`config.mk`:
```
export PLATFORM = sky130hd
export DESIGN_NAME = sc_noise_chain
export DESIGN_NICKNAME = d
export VERILOG_FILES = /design/src/rtl/sc_pkg.sv /design/src/rtl/sc_lfsr.sv /design/src/rtl/sc_b2p.sv /design/src/rtl/sc_window_ctl.sv /design/src/rtl/sc_p2b.sv /design/src/rtl/sc_noise_chain.sv
export SDC_FILE = /design/constraint.sdc
export NUM_CORES = 1
export LEC_CHECK = 0
export BUFFER_PORTS_ARGS = -buffer_cell sky130_fd_sc_hd__clkbuf_2
export CAP_MARGIN = 20
export CELL_PAD_IN_SITES_DETAIL_PLACEMENT = 1
export CELL_PAD_IN_SITES_GLOBAL_PLACEMENT = 1
export CORE_UTILIZATION = 40
export CTS_CLUSTER_DIAMETER = 150
export DETAILED_ROUTE_END_ITERATION = 6
export PLACE_DENSITY = 0.79
export SYNTH_ARGS = -nofsm -noshare
export SYNTH_HDL_FRONTEND = slang
export SYNTH_HIERARCHICAL = 1
export SYNTH_SLANG_ARGS = --single-unit
```
`constraint.sdc`:
```
create_clock -name clk -period 5.75 [get_ports clk]
set_clock_uncertainty 0.2 [all_clocks]
set_input_delay 0.2875 -clock clk [delete_from_list [all_inputs] [get_ports clk]]
set_output_delay 0.2875 -clock clk [all_outputs]
set_load 0.02 [all_outputs]
```
`src/rtl/sc_pkg.sv`:
```
package sc_pkg;

   // Feedback mask of a maximal-length shift register, bit i = tap i+1.
   function automatic logic [31:0] lfsr_taps(input int w);
      case (w)
         8:       return 32'h0000_00B8;
         10:      return 32'h0000_0240;
         12:      return 32'h0000_0829;
         14:      return 32'h0000_2015;
         16:      return 32'h0000_D008;
         default: return 32'h0000_0000;
      endcase
   endfunction

   // Per-source seed offset; odd multiplier keeps offsets distinct.
   function automatic logic [31:0] seed_offset(input int idx);
      return 32'h0000_06B3 * 32'(idx + 1);
   endfunction

endpackage

```
`src/rtl/sc_lfsr.sv`:
```
module sc_lfsr #(
   parameter int               W       = 12,
   parameter logic [W-1:0]     TAPS    = '0,
   parameter logic [W-1:0]     RST_VAL = 1
) (
   input  logic         clk,
   input  logic         rst_n,
   input  logic         load,
   input  logic [W-1:0] load_val,
   output logic [W-1:0] q
);

   logic fb;
   assign fb = ^(q & TAPS);

   always_ff @(posedge clk or negedge rst_n) begin
      if (!rst_n)    q <= RST_VAL;
      else if (load) q <= load_val;
      else           q <= {q[W-2:0], fb};
   end

endmodule

```
`src/rtl/sc_b2p.sv`:
```
module sc_b2p
   import sc_pkg::*;
#(
   parameter int W          = 12,
   parameter int IDX        = 0,
   parameter bit REVERSE    = 1'b0,
   parameter int RESET_SEED = 1
) (
   input  logic         clk,
   input  logic         rst_n,
   input  logic         load,
   input  logic [W-1:0] seed,
   input  logic [W-1:0] level,
   output logic         pulse
);

   localparam logic [W-1:0] TAPS = W'(lfsr_taps(W));
   localparam logic [W-1:0] OFFS = W'(seed_offset(IDX));
   localparam logic [W-1:0] RMIX = W'(RESET_SEED) ^ OFFS;
   localparam logic [W-1:0] RVAL = (RMIX == '0) ? W'(1) : RMIX;

   logic [W-1:0] mixed, load_val, q, word;

   assign mixed    = seed ^ OFFS;
   assign load_val = (mixed == '0) ? W'(1) : mixed;

   sc_lfsr #(.W(W), .TAPS(TAPS), .RST_VAL(RVAL)) u_lfsr (
      .clk      (clk),
      .rst_n    (rst_n),
      .load     (load),
      .load_val (load_val),
      .q        (q)
   );

   generate
      if (REVERSE) begin : g_rev
         for (genvar i = 0; i < W; i++) begin : g_bit
            assign word[i] = q[W-1-i];
         end
      end else begin : g_fwd
         assign word = q;
      end
   endgenerate

   always_ff @(posedge clk or negedge rst_n) begin
      if (!rst_n)    pulse <= 1'b0;
      else if (load) pulse <= 1'b0;
      else           pulse <= (word <= level);
   end

endmodule

```
`src/rtl/sc_window_ctl.sv`:
```
module sc_window_ctl #(
   parameter int CNT_W = 24,
   parameter int WB_W  = 5
) (
   input  logic            clk,
   input  logic            rst_n,
   input  logic            clear,
   input  logic            start,
   input  logic [WB_W-1:0] win_bits,
   output logic            acc_zero,
   output logic            acc_en,
   output logic            done
);

   localparam int              CW   = CNT_W + 1;
   localparam logic [WB_W-1:0] MAXN = WB_W'(CNT_W);

   logic            busy;
   logic [CW-1:0]   left;
   logic [WB_W-1:0] n_eff;

   always_comb begin
      if (win_bits == '0)       n_eff = WB_W'(1);
      else if (win_bits > MAXN) n_eff = MAXN;
      else                      n_eff = win_bits;
   end

   assign acc_zero = start | clear;
   assign acc_en   = busy & ~start & ~clear;

   always_ff @(posedge clk or negedge rst_n) begin
      if (!rst_n) begin
         busy <= 1'b0;
         left <= '0;
         done <= 1'b0;
      end else if (clear) begin
         busy <= 1'b0;
         left <= '0;
         done <= 1'b0;
      end else if (start) begin
         busy <= 1'b1;
         left <= CW'(1) << n_eff;
         done <= 1'b0;
      end else if (busy) begin
         left <= left - CW'(1);
         if (left == CW'(1)) begin
            busy <= 1'b0;
            done <= 1'b1;
         end else begin
            done <= 1'b0;
         end
      end else begin
         done <= 1'b0;
      end
   end

endmodule

```
`src/rtl/sc_p2b.sv`:
```
module sc_p2b #(
   parameter int CNT_W = 24
) (
   input  logic           clk,
   input  logic           rst_n,
   input  logic           zero,
   input  logic           en,
   input  logic           bit_in,
   output logic [CNT_W:0] count
);

   always_ff @(posedge clk or negedge rst_n) begin
      if (!rst_n)   count <= '0;
      else if (zero) count <= '0;
      else if (en)   count <= count + (CNT_W+1)'(bit_in);
   end

endmodule

```
`src/rtl/sc_noise_chain.sv`:
```
module sc_noise_chain
   import sc_pkg::*;
#(
   parameter int NCH        = 2,
   parameter int DW         = 12,
   parameter int CNT_W      = 24,
   parameter int WB_W       = 5,
   parameter int RESET_SEED = 1
) (
   input  logic                     clk,
   input  logic                     rst_n,
   input  logic                     clear,
   input  logic                     start,
   input  logic [WB_W-1:0]          win_bits,
   input  logic [DW-1:0]            seed,
   input  logic [NCH*DW-1:0]        value,
   input  logic [DW-1:0]            rate,
   output logic [NCH-1:0]           clean,
   output logic [NCH-1:0]           noisy,
   output logic [NCH*(CNT_W+1)-1:0] count,
   output logic                     done
);

   localparam int CW = CNT_W + 1;

   generate
      if (lfsr_taps(DW) == 32'd0) begin : g_bad_dw
         $error("sc_noise_chain: DW must be 8, 10, 12, 14 or 16");
      end
      if (CNT_W < DW || CNT_W > 30) begin : g_bad_cnt
         $error("sc_noise_chain: CNT_W must lie between DW and 30");
      end
      if ((1 << WB_W) <= CNT_W) begin : g_bad_wb
         $error("sc_noise_chain: WB_W too narrow for CNT_W");
      end
      if (NCH < 1) begin : g_bad_nch
         $error("sc_noise_chain: NCH must be at least 1");
      end
   endgenerate

   logic acc_zero, acc_en;
   logic [NCH-1:0] flip;

   sc_window_ctl #(.CNT_W(CNT_W), .WB_W(WB_W)) u_win (
      .clk      (clk),
      .rst_n    (rst_n),
      .clear    (clear),
      .start    (start),
      .win_bits (win_bits),
      .acc_zero (acc_zero),
      .acc_en   (acc_en),
      .done     (done)
   );

   generate
      for (genvar c = 0; c < NCH; c++) begin : g_ch
         sc_b2p #(.W(DW), .IDX(2*c), .REVERSE(1'b0),
                  .RESET_SEED(RESET_SEED)) u_data (
            .clk   (clk),
            .rst_n (rst_n),
            .load  (clear),
            .seed  (seed),
            .level (value[c*DW +: DW]),
            .pulse (clean[c])
         );

         sc_b2p #(.W(DW), .IDX(2*c+1), .REVERSE(1'b1),
                  .RESET_SEED(RESET_SEED)) u_noise (
            .clk   (clk),
            .rst_n (rst_n),
            .load  (clear),
            .seed  (seed),
            .level (rate),
            .pulse (flip[c])
         );

         assign noisy[c] = clean[c] ^ flip[c];

         sc_p2b #(.CNT_W(CNT_W)) u_cnt (
            .clk    (clk),
            .rst_n  (rst_n),
            .zero   (acc_zero),
            .en     (acc_en),
            .bit_in (noisy[c]),
            .count  (count[c*CW +: CW])
         );
      end
   endgenerate

endmodule

```
# After elaboration in Yosys (flattened, before gate mapping)

Index checks and enable logic that the tools add are counted.

Register bits: 129
Bits of input ports: 57
Output and inout port bits: 55
Word-level logic and storage cells: 74

Add/sub/neg operators: 3
Order comparisons: 5
Eq/ne operators: 1
Shift-type cells: 1
Mux-type cells: 29
Bitwise logic cells: 11
Reduce and logical (&&, ||, !) cells: 11

Operators with widths:

| operator                | number |
|---|---|
| $mux W25                | 7 |
| $mux W12                | 8 |
| $add A25 B1 Y25         | 2 |
| $le A12 B12 Y1          | 4 |
| $logic_not A12 Y1       | 4 |
| $reduce_xor A12 Y1      | 4 |
| $eq A25 B1 Y1 const B   | 1 |
| $shl A1 B5 Y25 const A  | 1 |
| $sub A25 B1 Y25 const B | 1 |
| $not A7 Y7              | 2 |
| $mux W1                 | 12 |
| $mux W5                 | 2 |
| $not A6 Y6              | 1 |
| $gt A5 B5 Y1 const B    | 1 |
| $logic_not A5 Y1        | 1 |
| $not A4 Y4              | 1 |
| $reduce_bool A3 Y1      | 1 |
| $and A1 B1 Y1           | 2 |
| $not A1 Y1              | 2 |
| $reduce_bool A2 Y1      | 1 |
| $xor A1 B1 Y1           | 2 |
| $or A1 B1 Y1            | 1 |

# Longest topological paths before layout

Depth in word-level cells: 6
Gate-level depth with buffers: 10
Mapped depth without buffers: 7

# Modules after synthesis

The synthesis kept the hierarchy.

By module, submodules not included:

| module                           | instances | cells each | area each (sq um) | seq. area each (sq um) |
|---|---|---|---|---|
| sc_p2b                           | 2         | 135        | 1,310.0           | 625.6 |
| sc_window_ctl                    | 1         | 225        | 1,848.0           | 675.6 |
| sc_lfsr (g_ch[0].u_noise.u_lfsr) | 1         | 29         | 510.5             | 310.3 |
| sc_lfsr (g_ch[1].u_noise.u_lfsr) | 1         | 29         | 509.2             | 309.0 |
| sc_lfsr (g_ch[0].u_data.u_lfsr)  | 1         | 29         | 508.0             | 307.8 |
| sc_lfsr (g_ch[1].u_data.u_lfsr)  | 1         | 29         | 504.2             | 304.0 |
| sc_b2p (g_ch[1].u_noise)         | 1         | 59         | 411.6             | 25.0 |
| sc_b2p (g_ch[0].u_data)          | 1         | 57         | 402.9             | 25.0 |
| sc_b2p (g_ch[0].u_noise)         | 1         | 58         | 397.9             | 25.0 |
| sc_b2p (g_ch[1].u_data)          | 1         | 57         | 397.9             | 25.0 |
| sc_noise_chain                   | 1         | 2          | 17.5              | 0.0 |

# Worst setup path before layout

OpenSTA, ideal clock, no wires.

Path type: register to register
From: register g_ch[0].u_data.pulse
To: register g_ch[0].u_cnt.count[20]
Library setup time: 78 ps
Data arrival time: 2,651 ps
Data required time: 5,472 ps
Setup slack: 2,821 ps
Cell stages (with the launch flop): 8
Buffers on the path: 1
Clock period less this slack: 2,929 ps
Cell sequence: dfrtp_1 -> xor2_1 -> ha_1 -> o211ai_4 -> or4_4 -> buf_6 -> or4_1 -> a21oi_1

Longest elaborated chain between the ends: 4

RTL lines:

| what                   | line                 | source |
|---|---|---|
| start, declared        | sc_b2p.sv:14         | `output logic pulse` |
| start signal, assigned | sc_b2p.sv:48         | `else pulse <= (word <= level);` |
| $xor A1 B1 Y1          | sc_noise_chain.sv:77 | `assign noisy[c] = clean[c] ^ flip[c];` |
| net noisy[0]           | sc_noise_chain.sv:19 | `output logic [NCH-1:0] noisy,` |
| $add A25 B1 Y25        | sc_p2b.sv:15         | `else if (en) count <= count + (CNT_W+1)'(bit_in);` |
| $mux W25               | sc_p2b.sv:15         |  |
| $mux W25               | sc_p2b.sv:14         | `else if (zero) count <= '0;` |
| end signal, assigned   | sc_p2b.sv:15         |  |
| end, declared          | sc_p2b.sv:9          | `output logic [CNT_W:0] count` |

The timed path passes the listed nets, and every way through them passes these cells. The select of a mux whose other input is x is not followed.
A chain may end at the register's enable or synchronous reset.

# Final worst setup path

From: register u_win.busy
To: register g_ch[1].u_cnt.count[20]

Longest elaborated chain between the ends: 3

RTL lines:

| what                                | line                 | source |
|---|---|---|
| start, declared                     | sc_window_ctl.sv:18  | `logic busy;` |
| start signal, assigned              | sc_window_ctl.sv:33  | `busy <= 1'b0;` |
| start signal, assigned              | sc_window_ctl.sv:37  | `busy <= 1'b0;` |
| start signal, assigned              | sc_window_ctl.sv:41  | `busy <= 1'b1;` |
| $and A1 B1 Y1 (2 in series)         | sc_window_ctl.sv:29  | `assign acc_en = busy & ~start & ~clear;` |
| net acc_en                          | sc_noise_chain.sv:41 | `logic acc_zero, acc_en;` |
| $reduce_bool A2 Y1 (no source line) | -                    |  |
| end signal, assigned                | sc_p2b.sv:15         |  |
| end, declared                       | sc_p2b.sv:9          |  |

The timed path passes the listed nets, and every way through them passes these cells.

==> reports/qor.yml <==
synth:
  netlist_instances: 844
  synth_seq_cells: 129
  synth.avg_cell_area_um2: 9.63
  synth-async-reset-ratio: 1.00
  ys_seq_area_frac: 0.401
  synthesis.area_mm2: 0.00813
  synth_top_family_by_area: "simple AND/OR/NAND/NOR gates"
  synth-main-ff-cell: "dfrtp_1"
  synth_compound_area_frac: 0.135
  synthAdderAreaFrac: 0.0831
  yosys_warnings: 6
  synth_edf_count: 0
  synth_simple_gate_area_frac: 0.187
  synthMuxAreaShare: 0.0794
  synth_cell_type_count: 67
  synthesis.nets: 955
  synth_xor_xnor_area_share: 0.0463
global_route:
  grt-ovfl-total: 0
  use_met2: 0.375
  grt_antenna_before_repair: 0
  grt_max_degree: 72
  grt_pass1_vias: 7008
  use_met3: 0.0444
  grt_util_met1: 0.302
  busiest_layer: "met2"
  grtUsageTotal: 0.229
  grt_pass1_wl_mm: 36.6
route:
  via_per_inst: 5.59
  dr_total_vias: 6760
  wire_per_inst_um: 18.5
  wl_mm: 22.4
  drc: 0
  drtIter0Drc: 339
  detail-route-antenna-nets: 0
  firstDrtPassIters: 4
place:
  routabilityCongestion: 0.833
  io_buffers: 111
  place_hpwl_mm: 15.9
clock_network:
  cts-root-buf: "clkbuf_16"
  cts-buffers-inserted: 17
  clock_sinks: 129
  insertion_delay_ns: 0.42
  ctsResizeCount: 0
  cts_tree: "yes"
  path_clk_slew_ns: 0.06
  postCtsSetupBuffers: 0
  cts_buffer_depth: 2
  htreeDepth: 4
sta:
  worst_pin_slew_ns: 0.897
  min_period_ns: 3.44
  fmax_mhz: 291
  fin_crit_sh: 0.599
  setup_viol: 0
  final_hold_viol_count: 0
  fin_setup_tns_ns: 0
  slew_viol_final: 0
  max_slew_margin: 0.402
  rsz0062_at_grt: "false"
die:
  dieWidth_um: 145
  placementRows: 51
  ios: 112
  dieArea_mm2: 0.0209
  initial_utilization: 0.412
  core_mm2: 0.0197
  die_h_um: 145
finish:
  syn_to_final_growth_pct: 16.3
  drive_gt1_frac: 0.254
  fin_util: 0.479
  final_cell_mix: "109 x clkbuf_2, 105 x dfrtp_1, 87 x inv_1, 63 x a21oi_1, 56 x nor2_1"
  n_antenna_cell: 0
  nNetsFinal: 1043
  final_common_cell: "clkbuf_2"
setup_path:
  cp-end-kind: "flip-flop"
  setup.worst_path.start_class: "flip-flop"
  path_class: "flip-flop to flip-flop"
  cp.arrival_ns: 3.58
  crit_chain: "nand2_1 -> inv_1 -> o211ai_4 -> or4_4 -> or4_1 -> a21oi_1"
  crit_fanout: 22
  cpPeakStageDelay_ns: 0.85
  cpMaxStageDelayCell: "dfrtp_1"
  cp.required_ns: 5.89
run_status:
  status: "finished, final reports clean"
power_and_ir_drop:
  p_leak_nw: 4.31
  pwr_density_cell_mw_per_mm2: 282
  ir_drop_mv: 0.199
flow_run:
  max_cap_violations: 0
hold_path:
  min_path_type: "input pin to flip-flop"
==> synth_stat cells, types with 17 or more instances <==
library cell	count	area share
o31ai_1	20	0.018
nor2_1	56	0.026
mux2_4	32	0.059
nor3_1	17	0.010
or4_1	26	0.024
xnor2_1	32	0.034
inv_1	87	0.040
nand3_1	27	0.017
clkbuf_1	34	0.016
nand4_1	20	0.015
a21oi_1	63	0.039
dfrtp_1	105	0.32
o21ai_0	20	0.012
dfstp_2	24	0.078
nand2_1	49	0.023
ha_1	54	0.083
==> report_power, final <==
part | leakage [nW] | internal, mW | switching (mW)
logic | 2.38 | 0.212 | 0.279
registers | 1.65 | 0.986 | 0.0610
clock network | 0.283 | 0.695 | 0.429
total | 4.31 | 1.89 | 0.769
==> metal layers <==
metal  vias to the layer above  share of wire
met5                         -              0
met4                         0          0.015
met3                        25          0.037
met2                       151           0.48
met1                      3384           0.47
li1                       3200              -
==> timing repair <==
item                                   4_1_cts  5_1_grt
endpoints found under the hold margin       47        0
hold buffers                                 2        0
setup endpoints to repair                    0        0
==> cell families after synthesis <==
family          Yosys count
xor+xnor                 43
mux                      47
compound gates          166
flops                   129
fa+ha+maj                54
buf+inv                 135
simple gates            270
==> final cells by class <==
cell class | count | area, um2
Sequential cell | 129 | 3260
Clock inverter | 12 | 160
Clock buffer | 20 | 447
Timing Repair Buffer | 116 | 607
Multi-Input combinational cell | 580 | 4320
Fill cell | 2256 | 10300
Tap cell | 265 | 332
Inverter | 88 | 330
==> worst paths after layout <==
kind,from,to,slack (ns),cells after the start
worst max-delay path,u_win/busy,g_ch[1].u_cnt/count[20],2.31,6
worst min-delay path,clear,u_win/left[1],0.02,2
worst max register to register,u_win/busy,g_ch[1].u_cnt/count[20],2.31,6
worst min register to register,u_win/left[23],u_win/left[23],0.28,1
max in group asynchronous,rst_n,u_win/left[0],3.83,3
min in group asynchronous,rst_n,g_ch[1].u_cnt/count[14],0.24,2
==> critical path, delay by kind of cell (launching register included) <==
| kind | cells | cell delay (ns) |
|---|---|---|
| simple gates | 3 | 1.48 |
| flops | 1 | 0.85 |
| buf+inv | 1 | 0.48 |
| compound gates | 2 | 0.33 |
==> registers in the layout, indices dropped and copies added, names as in the netlist <==
signal	flops
u_win/busy	1
u_win/done	1
g_ch.u_noise/pulse	2
g_ch.u_cnt/count	50
u_win/left	25
g_ch.u_noise/u_lfsr/q	24
g_ch.u_data/pulse	2
g_ch.u_data/u_lfsr/q	24
==> per-stage QoR <==
step | hold WS (ns) | setup slack [ns] | power (mW) | std cells | area (um2)
detailed placement | 0.147 | 2.28 | 1.55 | 1176 | 8820
finish | 0.0232 | 2.31 | 2.66 | 1210 | 9450
CTS | 0.00782 | 2.37 | 2.69 | 1210 | 9450
floorplan | -0.208 | 2.82 | 1.38 | 844 | 8130
global placement | 0.140 | 2.41 | 1.52 | 1176 | 8820
global route | 0.0212 | 2.13 | 2.79 | 1210 | 9450
Note: power is estimated with default switching activity, not from simulation.
